[config.mk]
export PLATFORM = sky130hd
export DESIGN_NAME = rx_fifo_trig_tmo
export DESIGN_NICKNAME = d
export VERILOG_FILES = /design/src/rtl/rx_fifo_trig_tmo.sv
export SDC_FILE = /design/constraint.sdc
export NUM_CORES = 1
export LEC_CHECK = 0
export ABC_CLOCK_PERIOD_IN_PS = 4800
export BUFFER_PORTS_ARGS = -buffer_cell sky130_fd_sc_hd__buf_2
export CORE_MARGIN = 8
export CORE_UTILIZATION = 35
export DETAILED_ROUTE_END_ITERATION = 8
export GPL_TIMING_DRIVEN = 0
export SYNTH_ARGS = -nofsm -noshare
export SYNTH_HDL_FRONTEND = slang
export SYNTH_SLANG_ARGS = --single-unit
[constraint.sdc]
create_clock -name clk -period 4.8 [get_ports clk]
set_input_delay 0.24 -clock clk [delete_from_list [all_inputs] [get_ports clk]]
set_output_delay 0.24 -clock clk [all_outputs]
set_load 0.005 [all_outputs]
[src/rtl/rx_fifo_trig_tmo.sv]
module rx_fifo_trig_tmo #(
  parameter int DEPTH = 16,
  parameter int DW    = 8,
  parameter int MAXF  = 12
) (
  input  logic          clk,
  input  logic          rst_n,
  input  logic          ctl_wr,
  input  logic [7:0]    ctl_wdata,
  input  logic [3:0]    frame_cfg,
  input  logic          baud_tick,
  input  logic          rx_valid,
  input  logic [DW-1:0] rx_data,
  input  logic          rx_break,
  input  logic          rd_en,
  output logic [DW-1:0] rd_data,
  input  logic          st_rd,
  output logic [$clog2(DEPTH):0] rx_count,
  output logic          data_ready,
  output logic          overrun,
  output logic          brk_ind,
  output logic          trig_hit,
  output logic          tmo_pend,
  output logic          fifo_on,
  output logic          tx_clr
);
  localparam int AW = $clog2(DEPTH);
  localparam int CW = AW + 1;
  localparam int TW = $clog2(4 * MAXF + 1);

  logic [7:0]    fcr_q;
  logic [DW-1:0] mem [DEPTH];
  logic [AW-1:0] wp, rp;
  logic [CW-1:0] cnt, cnt_nx, lvl;
  logic [DW-1:0] hold;
  logic          hold_v;
  logic [TW-1:0] tmr;
  logic          run;
  logic [3:0]    frame_len;

  wire ctl_go  = ctl_wr && (ctl_wdata != fcr_q);
  wire en_flip = ctl_go && (ctl_wdata[0] ^ fcr_q[0]);
  wire rx_clr  = ctl_go && (ctl_wdata[1] || en_flip);
  assign tx_clr  = ctl_go && (ctl_wdata[2] || en_flip);
  assign fifo_on = fcr_q[0];

  wire full     = (cnt == CW'(DEPTH));
  wire empty    = (cnt == '0);
  wire push_req = rx_valid || rx_break;
  wire [DW-1:0] push_byte = rx_break ? '0 : rx_data;
  wire push_ok  = fifo_on && push_req && !full;
  wire pop      = fifo_on && rd_en && !empty;
  assign cnt_nx = cnt + CW'(push_ok) - CW'(pop);

  wire ovr_set = fifo_on ? (push_req && full)
                         : (rx_valid && !rx_break && hold_v && !rd_en);
  wire drained = fifo_on ? (pop && cnt_nx == '0) : (rd_en && !push_req);

  assign frame_len = 4'd7 + {2'b00, frame_cfg[1:0]} + {3'b000, frame_cfg[3]}
                   + {3'b000, frame_cfg[2]};
  wire [TW-1:0] tmo_load = TW'({frame_len, 2'b00});
  wire restart = fifo_on && (push_req || (pop && cnt_nx != '0));
  wire expire  = run && baud_tick && (tmr == TW'(1)) && !restart && !drained;

  always_comb begin
    case (fcr_q[7:6])
      2'b00:   lvl = CW'(1);
      2'b01:   lvl = CW'(4);
      2'b10:   lvl = CW'(8);
      default: lvl = CW'(14);
    endcase
  end

  assign rd_data    = fifo_on ? (empty ? '0 : mem[rp]) : hold;
  assign rx_count   = fifo_on ? cnt : CW'(hold_v);
  assign data_ready = fifo_on ? !empty : hold_v;
  assign trig_hit   = fifo_on ? (cnt >= lvl) : hold_v;

  always_ff @(posedge clk) begin
    if (push_ok && !rx_clr) mem[wp] <= push_byte;
  end

  always_ff @(posedge clk or negedge rst_n) begin
    if (!rst_n) begin
      fcr_q <= '0;
      wp <= '0; rp <= '0; cnt <= '0;
      hold <= '0; hold_v <= 1'b0;
      overrun <= 1'b0; brk_ind <= 1'b0;
      tmr <= '0; run <= 1'b0; tmo_pend <= 1'b0;
    end else begin
      if (ctl_go) fcr_q <= ctl_wdata & 8'hC9;
      if (ovr_set) overrun <= 1'b1;
      else if (st_rd) overrun <= 1'b0;
      if (rx_clr) begin
        wp <= '0; rp <= '0; cnt <= '0;
        hold_v <= 1'b0; brk_ind <= 1'b0;
        run <= 1'b0; tmo_pend <= 1'b0;
      end else begin
        if (fifo_on) begin
          if (push_ok) wp <= wp + 1'b1;
          if (pop)     rp <= rp + 1'b1;
          cnt <= cnt_nx;
        end else if (push_req) begin
          hold <= push_byte; hold_v <= 1'b1;
        end else if (rd_en) begin
          hold_v <= 1'b0;
        end
        if (rx_break) brk_ind <= 1'b1;
        else if (st_rd || drained) brk_ind <= 1'b0;
        if (restart) begin
          tmr <= tmo_load; run <= 1'b1;
        end else if (drained) begin
          run <= 1'b0;
        end else if (run && baud_tick) begin
          tmr <= tmr - 1'b1;
          if (tmr == TW'(1)) run <= 1'b0;
        end
        if (rd_en) tmo_pend <= 1'b0;
        else if (expire && !empty) tmo_pend <= 1'b1;
      end
    end
  end

  always_ff @(posedge clk) begin
    if (rst_n) p_count_bound_r2: assert (cnt <= CW'(DEPTH));
  end

  p_keep_on_full_r3: assert property (@(posedge clk) disable iff (!rst_n)
    (fifo_on && full && rx_valid && !rd_en && !ctl_wr) |=> (overrun && rx_count == CW'(DEPTH)));

  p_clear_r5: assert property (@(posedge clk) disable iff (!rst_n)
    rx_clr |=> (rx_count == '0 && !tmo_pend));

  p_equal_write_r6: assert property (@(posedge clk) disable iff (!rst_n)
    (ctl_wr && ctl_wdata == fcr_q && !push_req && !rd_en) |=> ($stable(rx_count) && !$past(tx_clr)));

  p_read_clears_tmo_r7: assert property (@(posedge clk) disable iff (!rst_n)
    rd_en |=> !tmo_pend);

  p_empty_read_r9: assert property (@(posedge clk) disable iff (!rst_n)
    (fifo_on && rd_en && cnt == CW'(1) && !push_req && !ctl_wr) |=> (!data_ready && !brk_ind));

  p_break_push_r10: assert property (@(posedge clk) disable iff (!rst_n)
    (fifo_on && rx_break && !full && !rd_en && !ctl_wr && !st_rd) |=>
    (brk_ind && data_ready && rx_count == $past(cnt) + CW'(1)));

  p_nf_overrun_r11: assert property (@(posedge clk) disable iff (!rst_n)
    (!fifo_on && hold_v && rx_valid && !rx_break && !rd_en && !ctl_wr) |=> (overrun && data_ready));
endmodule

* Word-level counts from Yosys, hierarchy flattened
Memory sizes are Yosys's and may differ from the RTL's.
Index checks and enable logic that the tools add are counted.
** Storage, ports and cells
- Flip-flop bits (word level) :: 36
- Latch bits :: 0
- Bits in writable memories :: 128
- Bits in read-only memories :: 0
- Output and inout bits :: 20
- Memories :: 1
** Cells by class
- Add/subtract/negate cells :: 8
- $mul :: 0
- Div/mod/pow operators :: 0
- $lt $le $gt $ge :: 1
- Equal/unequal tests :: 7
- Shifts and indexed selects :: 0
- Muxes and demuxes :: 39
- Bitwise logic cells :: 3
- Reduce and logical (&&, ||, !) cells :: 55
** Memories
- mem :: words 16, width 8, read ports 1, clocked after Yosys merged registers in 0, write ports 1, RTL line 32 : logic [DW-1:0] mem [DEPTH];
** Operators by type and width (count)
- 4-bit two-way mux :: 6
- 8-bit two-way mux :: 3
- 1-bit two-way mux :: 23
- 1-bit logical AND :: 22
- 6-bit two-way mux :: 3
- 5-bit two-way mux :: 3
- 4-bit case mux with 3 select lines :: 1
- 5-bit logical NOT :: 2
- 2-bit nonzero test :: 5
- 3-bit nonzero test :: 3
- 4-bit by 1-bit adder with 4-bit output :: 2
- 4-bit by 1-bit adder with 4-bit output (second input constant) :: 2
- 1-bit logical NOT :: 8
- 8-bit inequality test :: 1
- 2-bit AND reduction :: 4
- 4-bit nonzero test :: 2
- 6-bit by 1-bit equality test with 1-bit output (second input constant) :: 1
- 3-bit AND reduction :: 2
- 6-bit by 1-bit subtractor with 6-bit output (second input constant) :: 1
- 5-bit by 1-bit adder with 5-bit output :: 1
- 5-bit equality test (second input constant) :: 1
- 5-bit >= comparator :: 1
- 1-bit logical OR :: 5
- 5-bit nonzero test :: 1
- 8 further kinds :: 10

* Longest topological paths before layout
Gate-level depths: netlist of the first run.
- Depth after elaboration :: 16
- Depth in mapped cells :: 15
- Gate-level depth less buffers :: 15

* Worst setup path after synthesis of the first run
OpenSTA, ideal clock, no wires.
- Path type :: flip-flop to flip-flop
- Start :: reg cnt[3]
- End :: reg tmr[2]
- Library setup time :: 121 ps
- Data arrival time :: 3950 ps
- Path slack :: 729 ps
- Stages on the path, launching flop included :: 16
- Buffers on the path :: 0
- Clock period less this slack :: 4071 ps
- Cells stage by stage :: dfrtp_1 > inv_1 > ha_1 > or4b_4 > nand3_2 > inv_2 > ha_1 > inv_1 > ha_1 > fa_1 > or3_2 > a211oi_1 > o21ai_1 > o22ai_2 > mux2_1 > o22a_1
** Between the ends
- Longest elaborated chain between the ends :: 11
- Elaborated cells on any way between the ends :: 19
- Those cells by class :: 2 x add/sub; 2 x eq/ne; 2 x mux; 13 x reduce/logical
** RTL lines
- from (decl) :: RTL line 34 : logic [CW-1:0] cnt, cnt_nx, lvl;
- from (signal assigned) :: RTL line 102 : cnt <= cnt_nx;
- 5-bit equality test :: RTL line 47 : wire full = (cnt == CW'(DEPTH));
- 1-bit logical NOT :: RTL line 51 : wire push_ok = fifo_on && push_req && !full;
- 1-bit logical AND :: RTL line 51
- 5-bit by 1-bit adder with 5-bit output :: RTL line 53 : assign cnt_nx = cnt + CW'(push_ok) - CW'(pop);
- 5-bit by 1-bit subtractor with 5-bit output :: RTL line 53
- 5-bit nonzero test :: RTL line 62 : wire restart = fifo_on && (push_req || (pop && cnt_nx != '0));
- 1-bit logical AND :: RTL line 62
- 1-bit logical OR :: RTL line 62
- 1-bit logical AND :: RTL line 62
- 2-bit by 1-bit inequality test with 1-bit output (no source line) / 2-bit nonzero test (equally long branches)
- 3-bit AND reduction (no source line)
- to (signal assigned) :: RTL line 115 : tmr <= tmr - 1'b1;
- to (decl) :: RTL line 37 : logic [TW-1:0] tmr;
Several ways; a longest one is shown, not always the timed one.
A chain may end at the register's enable or synchronous reset.

* Worst setup path in the final report of the first run
Ends and elaborated chain as after synthesis.

==> qor.csv, run 1 <==
stage,metric,value,unit
timing,final setup TNS,0,ns
timing,Slew HR,0.0591,
min_path,Hold Startpoint,st_rd,
yosys,Syn Std Cell Area,7450,um^2
timing,worst slew pin tran,1.41,ns
timing,min cycle time layout,4.52,ns
setup_path,Worst path max stage delay,0.49,ns
yosys,Syn. warnings,0,
layout,area grow syn2layout,15.5,%
detailed_routing,via count,4323,
timing,FMAX,0.221,GHz
yosys,post-synthesis sequential area ratio,0.634,
detailed_routing,Iteration-0 DRC Markers,320,
setup_path,"Cell Chain, Critical Path","inv_1, ha_1, or4b_4, nand3_2, inv_2, ha_1, inv_1, ha_1, fa_1, or3b_1, a2111oi_4, o21ai_1, o22ai_2, mux2_1, o22a_1",
clock_network,Root Buffer,clkbuf_16,
global_routing,all-layer global routing usage,0.130,
clock_network,Clock Path Buffers,2,
setup_path,Critical Path Sink Type,flip-flop,
detailed_routing,Vias/cell,5.12,
setup_path,startpoint types,flip-flop,
yosys,synth top area cells,"edfxtp_1 52%, mux4_2 12%, dfrtp_1 12%, ha_1 3.4%, o21ai_0 1.9%",
detailed_routing,WL/cell,19.7,um
placed_design,port bufs,43,
min_path,Hold WC Path Type,primary input to flip-flop,
setup_path,worst reg2reg path startpoint,cnt[3],
timing,period utilisation layout,0.942,
setup_path,worst path required time,5.11,ns
setup_path,CP Class,flip-flop to flip-flop,
yosys,"count leader, synth",edfxtp_1,
clock_network,"CTS clk-pin slew, worst paths",0.07,ns
yosys,"area leader, netlist",edfxtp_1,
floorplanning,die width,162,um
layout,nets@finish,606,
yosys,"Top FF cell, synth",edfxtp_1,
yosys,Commonest cells post-synth,"128 x edfxtp_1, 40 x mux4_2, 35 x dfrtp_1, 34 x nand2_1, 34 x nor2_1",
floorplanning,core area,21000,um^2
power_and_ir_drop,Peak VDD IR,0.000169,V
detailed_routing,ANT nets after route,0,
clock_network,Worst-Skew Late Latency,0.42,ns
setup_path,crit-path most repeated cell,ha_1,
global_routing,first-pass GRT wire length,25400,um
clock_network,CTS tree,built,
global_routing,vias in the first global route,4489,
detailed_routing,Initial DRT Pass Iterations,5,
detailed_routing,drc violations,0,
floorplanning,die area,26200,um^2
power_and_ir_drop,Tot Pwr,4.50,mW
global_routing,largest net degree at the start of global routing,36,
job,MaxCap Viol Count,0,
yosys,Synth cell types,61,
global_routing,initial antenna violation count,0,
yosys,Yosys reg bits,163,
yosys,Syn Nets,543,
yosys,Syn Area/Cell,15.1,um^2
clock_network,CTS buffer count,17,
global_routing,total global routing overflow,0,
power_and_ir_drop,P per Cell Area,523,nW/um^2
power_and_ir_drop,Leakage,3.08,nW
yosys,Post-synth EDFFs,128,
floorplanning,IO Pins,48,
floorplanning,initial core utilization,0.355,
setup_path,r2r setup slk,0.28,ns
timing,final number of setup-violating endpoints,0,
timing,skew final,0.00930,ns
layout,share of cells above drive strength 1,0.243,
run_status,status,"complete, no violations",
setup_path,CP max FO,8,
clock_network,htree depth,4,
floorplanning,row cnt,53,
placed_design,DP HPWL,11700,um
clock_network,setup repair bufs after CTS,0,
setup_path,CP startpoint,cnt[3],
timing,final hold violations,0,
yosys,"FFs w/ async S/R, synth",0.215,
detailed_routing,"wirelength, routed",16700,um
setup_path,crit path DAT,4.83,ns
timing,Final Max Tran Viols,0,
yosys,Yosys top cell area share,0.516,
floorplanning,Die Ht,162,um
placed_design,GP Congestion,0.801,
layout,ANT cells,0,
clock_network,clock sink count,163,
timing,RSZ-0062 raised after global routing,no,
setup_path,"Slowest-stage cell, CP",or4b_4,
yosys,Post-Syn Instances,493,
==> final timing paths <==
kind	end	cells past startpoint
max	tmr[2]	15
min in group asynchronous	cnt[2]	2
min	overrun	2
min reg2reg	tmr[5]	1
max reg2reg	tmr[2]	15
max in group asynchronous	rp[1]	2
==> timing repair <==
item                                    in CTS  in global routing
resized for setup                            0                  2
endpoints found under the hold margin       35                  0
hold buffers                                 1                  0
endpoints found under the setup margin       0                  1
==> routing by layer <==
layer	up-vias	track usage	wire, um
li1	1984	-	-
met1	2186	0.157	7170
met2	132	0.217	8240
met3	21	0.0397	959
met4	0	0.0408	289
met5	-	0	0
==> worst max-delay path, delay by kind of cell (launching register included) <==
family                     cells  cell delay (ns)
AOI/OAI and AO/OA              4             0.93
adders and majority gates      4             1.19
buffers and inverters          3             0.33
DFF                            1             0.47
muxes                          1             0.35
and+or+nand+nor                3             1.14
==> sequential cells by signal (all words and copies together), names as in the netlist <==
name / count
wp: 4
tmr: 6
brk_ind: 1
fcr_q: 3
run: 1
tmo_pend: 1
mem: 128
hold_v: 1
rp: 4
cnt: 5
overrun: 1
hold: 8
==> through the flow <==
step | std cells | hold WS, ns | utilization | area [um^2] | worst slack, ns
6_report | 844 | 0.0326 | 0.410 | 8600 | 0.277
5_1_grt | 844 | 0.0241 | 0.410 | 8600 | 0.0995
4_1_cts | 844 | 0.0182 | 0.409 | 8580 | 0.173
3_5_place_dp | 811 | 0.383 | 0.382 | 8010 | 0.200
3_3_place_gp | 811 | 0.366 | 0.382 | 8010 | 0.223
2_1_floorplan | 493 | -0.0556 | - | 7450 | 0.729
==> area by class of cell <==
class / count / area [um^2]
plain buffers: 22 / 100
clock buffers: 19 / 433
clock inverters: 13 / 129
fillers: 1908 / 12400
inverters: 31 / 116
multi-input cells: 277 / 2530
flip-flops and latches: 163 / 4720
well taps: 275 / 344
repair buffers: 44 / 225
==> cells by family after synthesis <==
family                     count (synthesis)  synth area share
and+or+nand+nor                          127            0.0850
AOI/OAI and AO/OA                         65            0.0591
DFF                                      163             0.634
muxes                                     49             0.134
xor gates and xnor gates                  14            0.0203
buffers and inverters                     53            0.0291
adders and majority gates                 22            0.0390
==> power by group <==
group	switching, mW	internal, mW	total [mW]
Clock	0.543	0.764	1.31
Combinational	0.786	0.672	1.46
Sequential	0.0994	1.64	1.74
==> placed cells by master, fill, tap and decap left out, types with 17 or more instances in the layout <==
cell type / instances
buf_2: 48
clkbuf_16: 17
dfrtp_1: 35
edfxtp_1: 128
ha_1: 20
inv_1: 30
mux4_2: 40
nand2_1: 34
nor2_1: 34
o21ai_0: 28
Power figures use the tool's default switching activity.
==> run 2, diff against run 1 <==
--- a/config.mk
+++ b/config.mk
@@ -11,6 +11,7 @@
 export CORE_UTILIZATION = 35
 export DETAILED_ROUTE_END_ITERATION = 8
 export GPL_TIMING_DRIVEN = 0
+export MAX_ROUTING_LAYER = met4
 export SYNTH_ARGS = -nofsm -noshare
 export SYNTH_HDL_FRONTEND = slang
 export SYNTH_SLANG_ARGS = --single-unit
==> run 2 against run 1 <==
Against the previous run: die area did not move; largest cell class unchanged; final area unchanged; critical endpoint unchanged; largest power group unchanged; critical path depth is the same.
==> qor.csv, run 2 (same netlist as run 1, synthesis figures left out) <==
stage,metric,value,unit
run_status,status,"complete, no violations",
layout,"most common cell after layout, fill and taps aside",edfxtp_1,
clock_network,htree depth,4,
timing,final number of setup-violating endpoints,0,
detailed_routing,"wirelength, routed",16600,um
setup_path,"Cell Chain, Critical Path","inv_1, ha_1, or4b_4, nand3_2, inv_2, ha_1, inv_1, ha_1, fa_1, or3b_1, a2111oi_4, o21ai_1, o22ai_2, mux2_1, o22a_1",
detailed_routing,via count,4326,
layout,share of cells above drive strength 1,0.243,
clock_network,Root Buffer,clkbuf_16,
setup_path,CP max FO,8,
floorplanning,die width,162,um
power_and_ir_drop,Peak VDD IR,0.000165,V
placed_design,placed inst area,8010,um^2
timing,final hold violations,0,
detailed_routing,Iteration-0 DRC Markers,364,
detailed_routing,ANT nets after route,0,
min_path,Hold WC Path Type,primary input to flip-flop,
setup_path,crit-path most repeated cell,ha_1,
global_routing,largest net degree at the start of global routing,36,
layout,Regs by FF count,"mem (128), hold (8), tmr (6)",
setup_path,Worst path max stage delay,0.49,ns
timing,Final Max Tran Viols,0,
placed_design,GP Congestion,0.811,
detailed_routing,WL/cell,19.7,um
setup_path,startpoint types,flip-flop,
setup_path,"Slowest-stage cell, CP",or4b_4,
timing,min cycle time layout,4.49,ns
layout,max reg flops,128,
clock_network,CTS tree,built,
layout,Largest Register,mem,
global_routing,all-layer global routing usage,0.134,
clock_network,CTS buffer count,17,
floorplanning,Die Ht,162,um
floorplanning,die area,26200,um^2
global_routing,vias in the first global route,4493,
timing,final setup TNS,0,ns
timing,worst slew pin tran,1.39,ns
global_routing,initial antenna violation count,0,
setup_path,worst path required time,5.11,ns
floorplanning,IO Pins,48,
layout,area grow syn2layout,15.5,%
detailed_routing,Initial DRT Pass Iterations,8,
layout,nets@finish,606,
timing,Slew HR,0.0691,
clock_network,"CTS clk-pin slew, worst paths",0.06,ns
power_and_ir_drop,P per Cell Area,523,nW/um^2
floorplanning,row cnt,53,
floorplanning,initial core utilization,0.355,
timing,final hold slack,0.0269,ns
clock_network,Clock Path Buffers,2,
power_and_ir_drop,Leakage,3.08,nW
placed_design,Placed Cells,811,
layout,Fillers,1908,
clock_network,Worst-Skew Late Latency,0.42,ns
job,MaxCap Viol Count,0,
setup_path,CP Class,flip-flop to flip-flop,
timing,period utilisation layout,0.935,
timing,FMAX,0.223,GHz
global_routing,first-pass GRT wire length,25500,um
timing,worst setup margin,0.311,ns
placed_design,DP HPWL,11700,um
detailed_routing,Vias/cell,5.13,
clock_network,clock sink count,163,
setup_path,Critical Path Sink Type,flip-flop,
detailed_routing,drc violations,0,
floorplanning,core area,21000,um^2
clock_network,setup repair bufs after CTS,0,
timing,skew final,0.00811,ns
placed_design,pre-CTS setup slack,0.200,ns
global_routing,total global routing overflow,0,
layout,Final Cell Area,8600,um^2
setup_path,crit path DAT,4.80,ns
timing,RSZ-0062 raised after global routing,no,
layout,ANT cells,0,
layout,most frequent cells in the layout,"128 x edfxtp_1, 48 x buf_2, 40 x mux4_2, 35 x dfrtp_1",
placed_design,port bufs,43,
layout,fin cells,844,
==> run 2: cell counts in the layout (fill, tap and decap cells not counted) <==
Identical to the previous run, type by type.
==> run 2: stage by stage <==
stage / power, mW / utilization
after floorplan: 2.80 / -
after global routing: 4.72 / 0.410
after detailed placement: 3.20 / 0.382
after CTS: 4.51 / 0.409
after global placement: 3.15 / 0.382
final: 4.50 / 0.410
==> run 2: worst paths after layout <==
| path | end | cells past startpoint | slack [ns] | startpoint |
|---|---|---|---|---|
| setup / recovery | tmr[2] | 15 | 0.31 | cnt[3] |
| max in group asynchronous | hold[3] | 2 | 3.80 | rst_n |
| hold / removal | overrun | 2 | 0.03 | st_rd |
| min in group asynchronous | cnt[2] | 2 | 0.46 | rst_n |
| hold reg to reg | tmr[5] | 1 | 0.48 | tmr[5] |
| setup reg to reg | tmr[2] | 15 | 0.31 | cnt[3] |
==> run 2: metal layers <==
layer / vias to the layer above / GRT usage / wire length (um) / share of wire
met5: - / - / 0 / 0
met4: 0 / 0.0408 / 283 / 0.017
met3: 24 / 0.0405 / 998 / 0.060
met2: 134 / 0.217 / 8170 / 0.49
met1: 2184 / 0.158 / 7160 / 0.43
li1: 1984 / - / - / -
==> run 2: area by class of cell <==
cell class                 count  area [um^2]  area share
tap                          275          344      0.0400
timing repair buffer          44          225      0.0262
inverter                      31          116      0.0135
multi-input combinational    277         2530       0.295
buffer                        22          100      0.0116
clock inverter                13          129      0.0150
sequential                   163         4720       0.549
clock buffer                  19          433      0.0503
==> run 2: worst max-delay path: cells and delay by family, from the launching register on <==
family	cells	cell delay, ns
compound gates	4	0.91
fa+ha+maj	4	1.19
buf+inv	3	0.33
mux	1	0.35
simple gates	3	1.13
flops	1	0.47
==> run 2: report_power, final <==
group / leakage [nW] / switching, mW / internal [mW]
clock: 0.275 / 0.541 / 0.764
combinational: 1.18 / 0.783 / 0.672
sequential: 1.62 / 0.0994 / 1.64
total: 3.08 / 1.42 / 3.07
==> run 2: timing repair <==
item | 4_1_cts | 5_1_grt
hold buffers | 1 | 0
endpoints found under the hold margin | 35 | 0
gates resized for setup | 0 | 2
endpoints found under the setup margin | 0 | 1
==> run 3, diff against run 2 <==
--- a/config.mk
+++ b/config.mk
@@ -12,6 +12,8 @@
 export DETAILED_ROUTE_END_ITERATION = 8
 export GPL_TIMING_DRIVEN = 0
 export MAX_ROUTING_LAYER = met4
+export PLACE_DENSITY = 0.62
+export RECOVER_POWER = 25
 export SYNTH_ARGS = -nofsm -noshare
 export SYNTH_HDL_FRONTEND = slang
 export SYNTH_SLANG_ARGS = --single-unit
==> run 3 against run 2 <==
Against the previous run: the flow now finishes with violations (max-capacitance violations, max-slew violations); clock power hardly changed; final area is 0.20% higher; largest power group unchanged; non-clock buffer count is 1 higher; highest routed layer unchanged; critical path type unchanged; first-iteration DRC count is 7.4% lower; global-route usage is 0.45 points higher; clock skew is 0.0024 ns higher; register-to-register slack worse by 0.07 ns.
==> qor.csv, run 3 (same netlist as run 1, synthesis figures left out) <==
stage,metric,value,unit
floorplanning,Die Ht,162,um
clock_network,Clock Path Buffers,2,
clock_network,clock sink count,163,
layout,nets@finish,607,
layout,"most common cell after layout, fill and taps aside",edfxtp_1,
clock_network,"CTS clk-pin slew, worst paths",0.07,ns
setup_path,crit path DAT,4.87,ns
run_status,failing checks,"max-capacitance violations, max-slew violations",
power_and_ir_drop,Switching Fraction,0.328,
power_and_ir_drop,register share of total power,0.386,
setup_path,Worst path max stage delay,0.49,ns
floorplanning,IO Pins,48,
timing,period utilisation layout,0.949,
detailed_routing,ANT nets after route,0,
power_and_ir_drop,combinational share of power,0.323,
global_routing,vias in the first global route,4576,
detailed_routing,Iteration-0 DRC Markers,337,
setup_path,CP Class,flip-flop to flip-flop,
layout,fin cells,846,
setup_path,worst reg2reg path startpoint,cnt[3],
clock_network,CTS buffer count,17,
floorplanning,die area,26200,um^2
setup_path,CP startpoint,cnt[3],
power_and_ir_drop,Clock power frac,0.291,
job,MaxCap Viol Count,2,
timing,Final Max Tran Viols,54,
setup_path,worst path required time,5.11,ns
global_routing,total global routing overflow,0,
timing,final setup TNS,0,ns
detailed_routing,WL/cell,20.2,um
global_routing,all-layer global routing usage,0.138,
setup_path,startpoint types,flip-flop,
setup_path,"Slowest-stage cell, CP",fa_1,
setup_path,crit-path most repeated cell,ha_1,
timing,RSZ-0062 raised after global routing,no,
power_and_ir_drop,P per Cell Area,524,nW/um^2
layout,share of cells above drive strength 1,0.240,
floorplanning,core area,21000,um^2
floorplanning,initial core utilization,0.355,
setup_path,CP top delay family,adder cells,
timing,min cycle time layout,4.56,ns
clock_network,htree depth,4,
timing,final hold violations,0,
placed_design,GP Congestion,0.848,
timing,final number of setup-violating endpoints,0,
layout,Final Util,0.411,
power_and_ir_drop,Peak VDD IR,0.000253,V
power_and_ir_drop,Int Power,3.03,mW
clock_network,CTS tree,built,
layout,most frequent cells in the layout,"128 x edfxtp_1, 43 x buf_2, 40 x mux4_2, 35 x dfrtp_1, 34 x nand2_1",
floorplanning,row cnt,53,
setup_path,"Cell Chain, Critical Path","inv_1, ha_1, or4b_4, nand3_2, inv_2, ha_1, inv_1, ha_1, fa_1, or3b_1, a2111oi_4, o21ai_1, o22ai_2, mux2_1, o22a_1",
setup_path,Crit path buffers/inverters,3,
detailed_routing,Initial DRT Pass Iterations,4,
setup_path,CP max FO,8,
layout,Largest Register,mem,
clock_network,setup repair bufs after CTS,0,
layout,Fillers,1922,
clock_network,Root Buffer,clkbuf_16,
global_routing,first-pass GRT wire length,26500,um
placed_design,port bufs,43,
layout,Regs by FF count,"mem (128), hold (8), tmr (6)",
timing,FMAX,0.219,GHz
detailed_routing,via count,4434,
layout,area grow syn2layout,15.7,%
detailed_routing,drc violations,0,
timing,skew final,0.0106,ns
power_and_ir_drop,Sw Pwr,1.48,mW
min_path,Hold Startpoint,ctl_wdata[7],
timing,Slew HR,-0.345,
detailed_routing,Vias/cell,5.24,
power_and_ir_drop,Leakage,3.06,nW
placed_design,DP HPWL,11900,um
timing,worst slew pin tran,2.02,ns
min_path,Hold WC Path Type,primary input to flip-flop,
run_status,status,"finished, violations left",
floorplanning,die width,162,um
layout,max reg flops,128,
clock_network,Worst-Skew Late Latency,0.44,ns
power_and_ir_drop,Tot Pwr,4.51,mW
setup_path,Critical Path Sink Type,flip-flop,
global_routing,initial antenna violation count,1,
detailed_routing,"wirelength, routed",17100,um
global_routing,largest net degree at the start of global routing,36,
placed_design,Placed Cells,811,
-- run 3: cell types whose count changed in the layout (fill, tap and decap cells not counted), moves of 2 or more --
cell,previous run,this run
clkbuf_1,12,15
clkinv_1,3,0
nor2b_1,7,9
clkinvlp_4,1,4
nor2b_2,2,0
buf_2,48,43
-- run 3: per-stage QoR --
| step | cell area (um^2) | hold WS [ns] | setup slack (ns) |
|---|---|---|---|
| 3_3_place_gp | 8010 | 0.367 | 0.279 |
| 5_1_grt | 8620 | 0.0301 | 0.0107 |
| 4_1_cts | 8600 | 0.0182 | 0.144 |
| 3_5_place_dp | 8010 | 0.390 | 0.160 |
| 2_1_floorplan | 7450 | -0.0556 | 0.729 |
| 6_report | 8620 | 0.0234 | 0.244 |
-- run 3: final timing paths --
check                            to  slack (ns)  cells after the start
min reg2reg                  tmr[5]        0.48                      1
min in group asynchronous  fcr_q[7]        0.92                      2
max in group asynchronous   brk_ind        2.72                      2
max reg2reg                  tmr[2]        0.24                     15
min                        fcr_q[7]        0.02                      3
max                          tmr[2]        0.24                     15
-- run 3: power groups by stage --
stage               sequential (mW)  clock, mW  combinational (mW)
global route                   1.76       1.39                1.60
CTS                            1.74       1.34                1.45
global placement               1.76          0                1.40
floorplan                      1.73          0                1.06
finish                         1.74       1.31                1.46
detailed placement             1.77          0                1.44
-- run 3: worst min-delay path, stage by stage --
cell and delay (ns):
buf_2 0.07, nand2_1 0.04, o21ai_0 0.06
-- run 3: what timing repair did --
action | in CTS | in global routing
hold buffers | 2 | 0
resized for setup | 0 | 3
endpoints found under the setup margin | 0 | 2
endpoints found under the hold margin | 36 | 0
-- run 3: final cells by class --
class                           count  area, um^2  area share
Inverter                           31         116      0.0135
Clock buffer                       17         425      0.0494
Buffer                             22         100      0.0116
Timing Repair Buffer               45         229      0.0266
Antenna cell                        1        2.50    0.000290
Multi-Input combinational cell    277        2530       0.294
Sequential cell                   163        4720       0.548
Clock inverter                     15         150      0.0174
Tap cell                          275         344      0.0399
-- run 3: layer usage --
layer / wire (um) / vias up / GRT usage
met1: 7260 / 2251 / 0.170
met2: 8350 / 164 / 0.218
met5: 0 / - / -
met4: 286 / 0 / 0.0467
li1: - / 1991 / -
met3: 1230 / 28 / 0.0364
